$ cat src/rtl/ati_pkg.sv
package ati_pkg;

  // Effective events-per-tick: a programmed zero behaves as one.
  function automatic int unsigned eff_limit(input int unsigned programmed);
    return (programmed == 0) ? 1 : programmed;
  endfunction

endpackage

$ cat src/rtl/ati_cfg_regs.sv
module ati_cfg_regs #(
  parameter int SRC_W = 3,
  parameter int CNT_W = 8
) (
  input  logic             clk,
  input  logic             rst_n,
  input  logic             src_wr,
  input  logic [SRC_W-1:0] src_wdata,
  input  logic             cnt_wr,
  input  logic [CNT_W-1:0] cnt_wdata,
  output logic [SRC_W-1:0] src_q,
  output logic [CNT_W-1:0] cnt_q,
  output logic             restart
);

  always_ff @(posedge clk) begin
    if (!rst_n) begin
      src_q <= '0;
      cnt_q <= '0;
    end else begin
      if (src_wr) src_q <= src_wdata;
      if (cnt_wr) cnt_q <= cnt_wdata;
    end
  end

  // Any configuration write restarts the period.
  assign restart = src_wr | cnt_wr;

endmodule

$ cat src/rtl/ati_src_sel.sv
module ati_src_sel #(
  parameter int NUM_SRC = 6,
  parameter int SRC_W   = 3
) (
  input  logic [NUM_SRC-1:0] ev_strobe,
  input  logic [SRC_W-1:0]   src_q,
  output logic               sel_ev
);

  localparam int CODES = 1 << SRC_W;

  logic [CODES-1:0] lane;

  for (genvar i = 0; i < CODES; i++) begin : g_lane
    if (i < NUM_SRC) begin : g_live
      assign lane[i] = ev_strobe[i];
    end else begin : g_dead
      assign lane[i] = 1'b0;
    end
  end

  assign sel_ev = lane[src_q];

endmodule

$ cat src/rtl/ati_evt_cnt.sv
module ati_evt_cnt #(
  parameter int CNT_W = 8
) (
  input  logic             clk,
  input  logic             rst_n,
  input  logic             sel_ev,
  input  logic             restart,
  input  logic [CNT_W-1:0] cnt_q,
  output logic [CNT_W-1:0] count_q,
  output logic             tick
);

  import ati_pkg::*;

  localparam int EXT_W = CNT_W + 1;

  logic [EXT_W-1:0] limit;
  logic [EXT_W-1:0] next_cnt;
  logic             wrap;

  always_comb begin
    limit    = EXT_W'(eff_limit(int'(cnt_q)));
    next_cnt = {1'b0, count_q} + EXT_W'(1);
    wrap     = sel_ev && !restart && (next_cnt >= limit);
  end

  always_ff @(posedge clk) begin
    if (!rst_n) begin
      count_q <= '0;
      tick    <= 1'b0;
    end else begin
      tick <= wrap;
      if (restart || wrap) count_q <= '0;
      else if (sel_ev)     count_q <= next_cnt[CNT_W-1:0];
    end
  end

endmodule

$ cat src/rtl/ati_status.sv
module ati_status (
  input  logic clk,
  input  logic rst_n,
  input  logic tick,
  input  logic status_clr,
  output logic status
);

  // Set and output are aligned with the tick register; set beats clear.
  logic held_q;

  always_ff @(posedge clk) begin
    if (!rst_n) held_q <= 1'b0;
    else        held_q <= tick | (held_q & ~status_clr);
  end

  assign status = tick | held_q;

endmodule

$ cat src/rtl/audio_tick_gen.sv
module audio_tick_gen #(
  parameter int NUM_SRC = 6,
  parameter int SRC_W   = 3,
  parameter int CNT_W   = 8
) (
  input  logic               clk,
  input  logic               rst_n,
  input  logic [NUM_SRC-1:0] ev_strobe,
  input  logic               src_wr,
  input  logic [SRC_W-1:0]   src_wdata,
  input  logic               cnt_wr,
  input  logic [CNT_W-1:0]   cnt_wdata,
  input  logic               status_clr,
  output logic               tick,
  output logic               status
);

  logic [SRC_W-1:0] src_q;
  logic [CNT_W-1:0] cnt_q;
  logic [CNT_W-1:0] count_q;
  logic             restart;
  logic             sel_ev;

  ati_cfg_regs #(.SRC_W(SRC_W), .CNT_W(CNT_W)) u_cfg (
    .clk(clk), .rst_n(rst_n),
    .src_wr(src_wr), .src_wdata(src_wdata),
    .cnt_wr(cnt_wr), .cnt_wdata(cnt_wdata),
    .src_q(src_q), .cnt_q(cnt_q), .restart(restart)
  );

  ati_src_sel #(.NUM_SRC(NUM_SRC), .SRC_W(SRC_W)) u_sel (
    .ev_strobe(ev_strobe), .src_q(src_q), .sel_ev(sel_ev)
  );

  ati_evt_cnt #(.CNT_W(CNT_W)) u_cnt (
    .clk(clk), .rst_n(rst_n), .sel_ev(sel_ev), .restart(restart),
    .cnt_q(cnt_q), .count_q(count_q), .tick(tick)
  );

  ati_status u_stat (
    .clk(clk), .rst_n(rst_n), .tick(tick),
    .status_clr(status_clr), .status(status)
  );

endmodule

$ cat config.mk
export PLATFORM = sky130hd
export DESIGN_NAME = audio_tick_gen
export DESIGN_NICKNAME = d
export VERILOG_FILES = /design/src/rtl/ati_pkg.sv /design/src/rtl/ati_cfg_regs.sv /design/src/rtl/ati_src_sel.sv /design/src/rtl/ati_evt_cnt.sv /design/src/rtl/ati_status.sv /design/src/rtl/audio_tick_gen.sv
export SDC_FILE = /design/constraint.sdc
export NUM_CORES = 1
export LEC_CHECK = 0
export BUFFER_PORTS_ARGS = -buffer_cell sky130_fd_sc_hd__buf_2
export CORE_ASPECT_RATIO = 1.2
export CORE_MARGIN = 1
export CORE_UTILIZATION = 50
export CTS_CLUSTER_DIAMETER = 60
export DETAILED_ROUTE_END_ITERATION = 6
export GPL_TIMING_DRIVEN = 1
export PLACE_DENSITY = 0.71
export SYNTH_ARGS = -nofsm -noshare
export SYNTH_HDL_FRONTEND = slang
export SYNTH_SLANG_ARGS = --single-unit
$ cat constraint.sdc
create_clock -name clk -period 3 [get_ports clk]
set_input_delay 0.3 -clock clk [delete_from_list [all_inputs] [get_ports clk]]
set_output_delay 0.3 -clock clk [all_outputs]
set_load 0.05 [all_outputs]
==> impl_metrics.ini, run 1 <==
[clock_tree]
clk_latency_ps = 300
htree_num_levels = 1
cts_setup_buffers = 0
cts_sinks = 21
cts_buffers = 3
tritoncts = yes
hold_buffers = 0
cts_buffer_depth = 2
clockRootBuffer = clkbuf_4
cts.clk_slew.worst_paths_ps = 120

[setup_path]
slowest_delay_ps = 500
crit_arrival_ps = 3060
crit_path_max_fanout = 9
critical-path-slowest-cell = or4_1
end_kind = register
path_class = reg2reg
cp_top_family = simple AND/OR/NAND/NOR gates
critical_path_required_ps = 3240
worstSetupStartpointType = register
crit_chain = ha_2 -> and3_1 -> nand3_1 -> xnor2_1 -> ha_1 -> and3_4 -> a221oi_2 -> o21ai_2 -> or4_1 -> a21oi_1
crit_buf_inv = 0

[cells_and_area]
diodes = 0
fillers = 210
syn2layout_area_growth_pct = 13.44
final_cell_mix = 23 x buf_2, 21 x dfxtp_1, 15 x nor2b_1
fin_nets = 185
final_cell_area_um2 = 1436
layout-drive-gt1-share_pct = 25.49
final_common_cell = buf_2

[outcome]
outcome = complete, no violations

[yosys]
ys_ff_latch = 21
yosys_warnings = 0
syn-num-nets = 160
synth-seq-area-share_pct = 33.20
synthCells = 129
syn_area_um2 = 1266
synthDistinctLibCells = 37
syn_area_per_cell_um2 = 9.816

[power_and_ir_drop]
p_leak_nw = 0.6862
ir_drop_v = 0.0003282
powerDensity_nw_per_um2 = 366.2

[drt]
avgRoutedWirePerCell_um = 12.74
totalWireLength_mm = 2.345
vias = 1000
ant_nets = 0
drt_iter0_drc = 27
post_drt_via_cell_ratio = 5.435
dr.pass1.iters = 4
drc_errors = 0

[floorplanning]
dieArea_um2 = 2739
die_y_um = 57.13
io-pin-count = 24
start_util_pct = 53.80
die_w_um = 47.94
core-area_um2 = 2354
rows = 19

[sta]
min_period_over_period_pct = 93.90
slew_headroom_pct = 70.77
min_period_ps = 2817
max_freq_ghz = 0.3550
finClkSkew_ps = 1.686
rsz0062_at_grt = false
hold_viol_final = 0
drv_slew = 0
setup_viol_count_final = 0
hold_ws_ps = 248.6
tns_ps = 0
tightest_slew_ps = 438.3

[place]
place_congestion = 0.8245
io_buffers = 23
placed_area_um2 = 1406
hpwl_mm = 1.825

[min_path]
hold_class = in2reg

[job]
cap_violations = 0

[grt]
grt_util_all_layers_pct = 19.49
grt.overflow.total = 0
grt_antenna_before_repair = 0
grt_start_max_net_pins = 15
grt_pass1_wl_mm = 3.857
first_global_vias = 942
-- worst register-to-register path, stage by stage, from the launching register on --
cell	delay, ps
dfxtp_1	440
ha_2	260
and3_1	180
nand3_1	140
xnor2_1	170
ha_1	320
and3_4	190
a221oi_2	260
o21ai_2	180
or4_1	500
a21oi_1	130
-- stage by stage --
stage | utilization (%) | setup slack, ps | cells | power (mW)
2_1_floorplan | - | 424.9 | 129 | 0.3710
3_3_place_gp | 59.76 | 309.6 | 180 | 0.3956
3_5_place_dp | 59.76 | 197.0 | 180 | 0.3981
4_1_cts | 60.93 | 159.1 | 184 | 0.5362
5_1_grt | 61.03 | 24.84 | 184 | 0.5598
6_report | 61.03 | 183.0 | 184 | 0.5261
-- per-layer routing --
metal	global-route usage (%)	vias up	share of wire [%]	routed length (um)
met5	0	-	0	0
met4	8.333	0	0.72	17
met3	2.848	2	4.1	97
met2	31.08	26	51	1196
met1	25.35	455	44	1033
li1	-	517	-	-
-- cells by family (layout without fill, tap and decap cells) --
group	after synthesis	in the layout	share of synthesized area (%)
AO/OA/AOI/OAI	23	23	17.00
XOR/XNOR	6	6	4.150
adder cells (fa/ha/maj)	9	9	8.893
buffers and inverters	11	35	3.458
flip-flops	21	21	33.20
multiplexers	13	13	11.36
AND/OR/NAND/NOR	46	46	21.94
-- synth_stat cells --
| cell | number | area [um^2] |
|---|---|---|
| xnor2_1 | 4 | 35.03 |
| dfxtp_1 | 21 | 420.4 |
| and3_1 | 1 | 6.260 |
| a22oi_4 | 1 | 21.27 |
| o31ai_1 | 3 | 22.52 |
| and2_4 | 1 | 8.760 |
| clkbuf_1 | 1 | 3.750 |
| a21oi_4 | 1 | 16.27 |
| mux4_2 | 1 | 22.52 |
| a21o_1 | 2 | 15.01 |
| inv_1 | 8 | 30.03 |
| buf_2 | 2 | 10.01 |
| a221oi_2 | 1 | 15.01 |
| xor2_1 | 2 | 17.52 |
| nand4_1 | 1 | 6.260 |
| a21oi_1 | 2 | 10.01 |
| a32o_1 | 1 | 10.01 |
| o21a_1 | 1 | 7.510 |
| a41o_1 | 1 | 10.01 |
| and3_4 | 1 | 11.26 |
| nand2_1 | 7 | 26.28 |
| or2_2 | 1 | 6.260 |
| nand2b_1 | 1 | 6.260 |
| ha_1 | 9 | 112.6 |
| nand2b_4 | 1 | 13.76 |
| a22o_1 | 6 | 52.55 |
| or4_1 | 1 | 7.510 |
| nor3_4 | 1 | 16.27 |
| o41ai_1 | 3 | 26.28 |
| nor4_1 | 1 | 6.260 |
| nand3_1 | 5 | 25.02 |
| o21ai_2 | 1 | 8.760 |
| and4_1 | 2 | 17.52 |
| mux2i_1 | 11 | 110.1 |
| nor2_1 | 7 | 26.28 |
| mux2_2 | 1 | 11.26 |
| nor2b_1 | 15 | 93.84 |
-- flip-flops by register name (all words and copies together) (netlist names) --
name and count:
u_cfg.src_q 3, u_cnt.count_q 8, u_stat.held_q 1, u_cnt.tick 1
u_cfg.cnt_q 8
-- final cells by class --
type / instances / area [um^2] / share of cell area (%)
multi-input cells: 97 / 804.5 / 56.01
repair buffers: 23 / 115.1 / 8.014
well taps: 31 / 38.79 / 2.700
clock inverters: 1 / 5.005 / 0.3484
clock buffers: 3 / 22.52 / 1.568
flip-flops and latches: 21 / 420.4 / 29.27
inverters: 8 / 30.03 / 2.091
-- where the power goes --
group	internal [mW]	switching (mW)	total (mW)
registers	0.289	0.00711	0.296
logic	0.0486	0.0471	0.0957
clock network	0.0496	0.0851	0.135
-- worst paths after layout --
check	start	to	slack, ps	depth (start not counted)
setup / recovery	u_cnt.count_q[0]	u_cnt.count_q[0]	180	10
hold reg to reg	u_cnt.tick	u_stat.held_q	500	1
hold / removal	cnt_wdata[5]	u_cfg.cnt_q[5]	250	3
setup reg to reg	u_cnt.count_q[0]	u_cnt.count_q[0]	180	10
-- timing repair --
item / in CTS / in global routing
endpoints found under the setup margin: 0 / 1
endpoints found under the hold margin: 0 / 0
gates resized for setup: 0 / 1
No activity file was read; power rests on OpenSTA's default activity.
==> run 2, diff against run 1 <==
RECOVER_POWER = 100   (was default)
==> run 2 against run 1 <==
Via count rose by 0.10%. Combinational power barely moved. Clock skew barely moved. Power barely moved. Clock power barely moved. Sequential share of layout area rose by 0.051 points. Setup slack got worse by 2.9 ps. Core utilization fell by 0.11 points.
==> impl_metrics.ini, run 2 (synthesis gave the netlist of run 1 again) <==
[drt]
drc_errors = 0
dr.pass1.iters = 4
totalWireLength_mm = 2.347
avgRoutedWirePerCell_um = 12.76
post_drt_via_cell_ratio = 5.440
drt_iter0_drc = 27
ant_nets = 0
vias = 1001

[power_and_ir_drop]
internal-power_mw = 0.3866
p_leak_nw = 0.6775
clkPwrFrac_pct = 25.6
p_seq_share_pct = 56.2
p_total_mw = 0.5259
ir_drop_v = 0.0003282
p_comb_share_pct = 18.2
sw_frac_of_total_pct = 26.49
switchingPower_mw = 0.1393
powerDensity_nw_per_um2 = 366.7

[grt]
grt_util_all_layers_pct = 19.49
grt_pass1_wl_mm = 3.857
grt_start_max_net_pins = 15
first_global_vias = 942
grt_antenna_before_repair = 0
grt.overflow.total = 0

[clock_tree]
post_cts_resize_count = 0
htree_num_levels = 1
hold_buffers = 0
tritoncts = yes
cts.clk_slew.worst_paths_ps = 120
cts_sinks = 21
clk_latency_ps = 300
cts_setup_buffers = 0
cts_buffer_depth = 2
cts_buffers = 3
clockRootBuffer = clkbuf_4

[min_path]
hp-start = cnt_wdata[5]
hold_class = in2reg

[sta]
min_period_ps = 2820
min_period_over_period_pct = 93.99
slew_headroom_pct = 61.05
finClkSkew_ps = 1.708
rsz0062_at_grt = false
setup_viol_count_final = 0
tns_ps = 0
hold_viol_final = 0
tightest_slew_ps = 586.8
max_freq_ghz = 0.3546
hold_ws_ps = 249.0
drv_slew = 0

[cells_and_area]
diodes = 0
fin_nets = 185
syn2layout_area_growth_pct = 13.24
fillers = 212
layout-drive-gt1-share_pct = 24.18
final_cell_area_um2 = 1434
final_cell_mix = 21 x buf_2, 21 x dfxtp_1, 15 x nor2b_1
final_cell_count_no_fill = 184
top_regs = u_cfg.cnt_q: 8 flops, u_cnt.count_q: 8 flops, u_cfg.src_q: 3 flops

[setup_path]
cp_top_family = simple AND/OR/NAND/NOR gates
crit_arrival_ps = 3060
critical-path-slowest-cell = or4_1
crit_path_start = u_cnt.count_q[0]
crit_chain = ha_2 -> and3_1 -> nand3_1 -> xnor2_1 -> ha_1 -> and3_4 -> a221oi_2 -> o21ai_2 -> or4_1 -> a21oi_1
worstSetupStartpointType = register
crit_path_max_fanout = 9
critical_path_required_ps = 3240
path_class = reg2reg
worstReg2RegStart = u_cnt.count_q[0]
crit_buf_inv = 0
end_kind = register
slowest_delay_ps = 500

[place]
dpl.cell_count = 180
hpwl_mm = 1.825
io_buffers = 23
placed_area_um2 = 1406
place_congestion = 0.8245

[floorplanning]
dieArea_um2 = 2739
core-area_um2 = 2354
die_w_um = 47.94
start_util_pct = 53.80
io-pin-count = 24
die_y_um = 57.13
rows = 19

[job]
cap_violations = 0

[outcome]
outcome = complete, no violations
## run 2: cell count changes in the layout (fill, tap and decap cells not counted), sizes merged
cell,change
buf,-2
clkbuf,+2
## run 2: area by class of cell
type	count	area (um^2)	area share, %
inverters	8	30.03	2.094
clock buffers	3	22.52	1.571
repair buffers	23	112.6	7.853
well taps	31	38.79	2.705
flip-flops and latches	21	420.4	29.32
multi-input cells	97	804.5	56.11
clock inverters	1	5.005	0.3490
## run 2: worst register-to-register path, stage by stage (launching register included)
cell      delay, ps
dfxtp_1         440
ha_2            260
and3_1          180
nand3_1         140
xnor2_1         170
ha_1            320
and3_4          190
a221oi_2        260
o21ai_2         190
or4_1           500
a21oi_1         130
## run 2: power by group through the flow
stage / clock network [mW] / logic (mW) / registers, mW
4_1_cts: 0.143 / 0.0967 / 0.296
2_1_floorplan: 0 / 0.0701 / 0.301
3_5_place_dp: 0 / 0.0958 / 0.302
6_report: 0.135 / 0.0955 / 0.296
5_1_grt: 0.157 / 0.105 / 0.298
3_3_place_gp: 0 / 0.0936 / 0.302
## run 2: final timing paths
| path | endpoint | slack (ps) | cells past startpoint |
|---|---|---|---|
| min reg2reg | u_stat.held_q | 510 | 1 |
| min | u_cfg.cnt_q[5] | 250 | 3 |
| max | u_cnt.count_q[0] | 180 | 10 |
| max reg2reg | u_cnt.count_q[0] | 180 | 10 |
## run 2: through the flow
step / util [%] / worst slack [ps]
6_report: 60.93 / 180.2
2_1_floorplan: - / 424.9
4_1_cts: 60.93 / 159.1
3_5_place_dp: 59.76 / 197.0
5_1_grt: 60.93 / 24.84
3_3_place_gp: 59.76 / 309.6
## run 2: layer usage
layer	global-route usage (%)	up-vias	share of wire, %
li1	-	517	-
met1	25.35	456	44
met2	31.08	26	51
met3	2.848	2	4.1
met4	8.333	0	0.72
met5	0	-	0
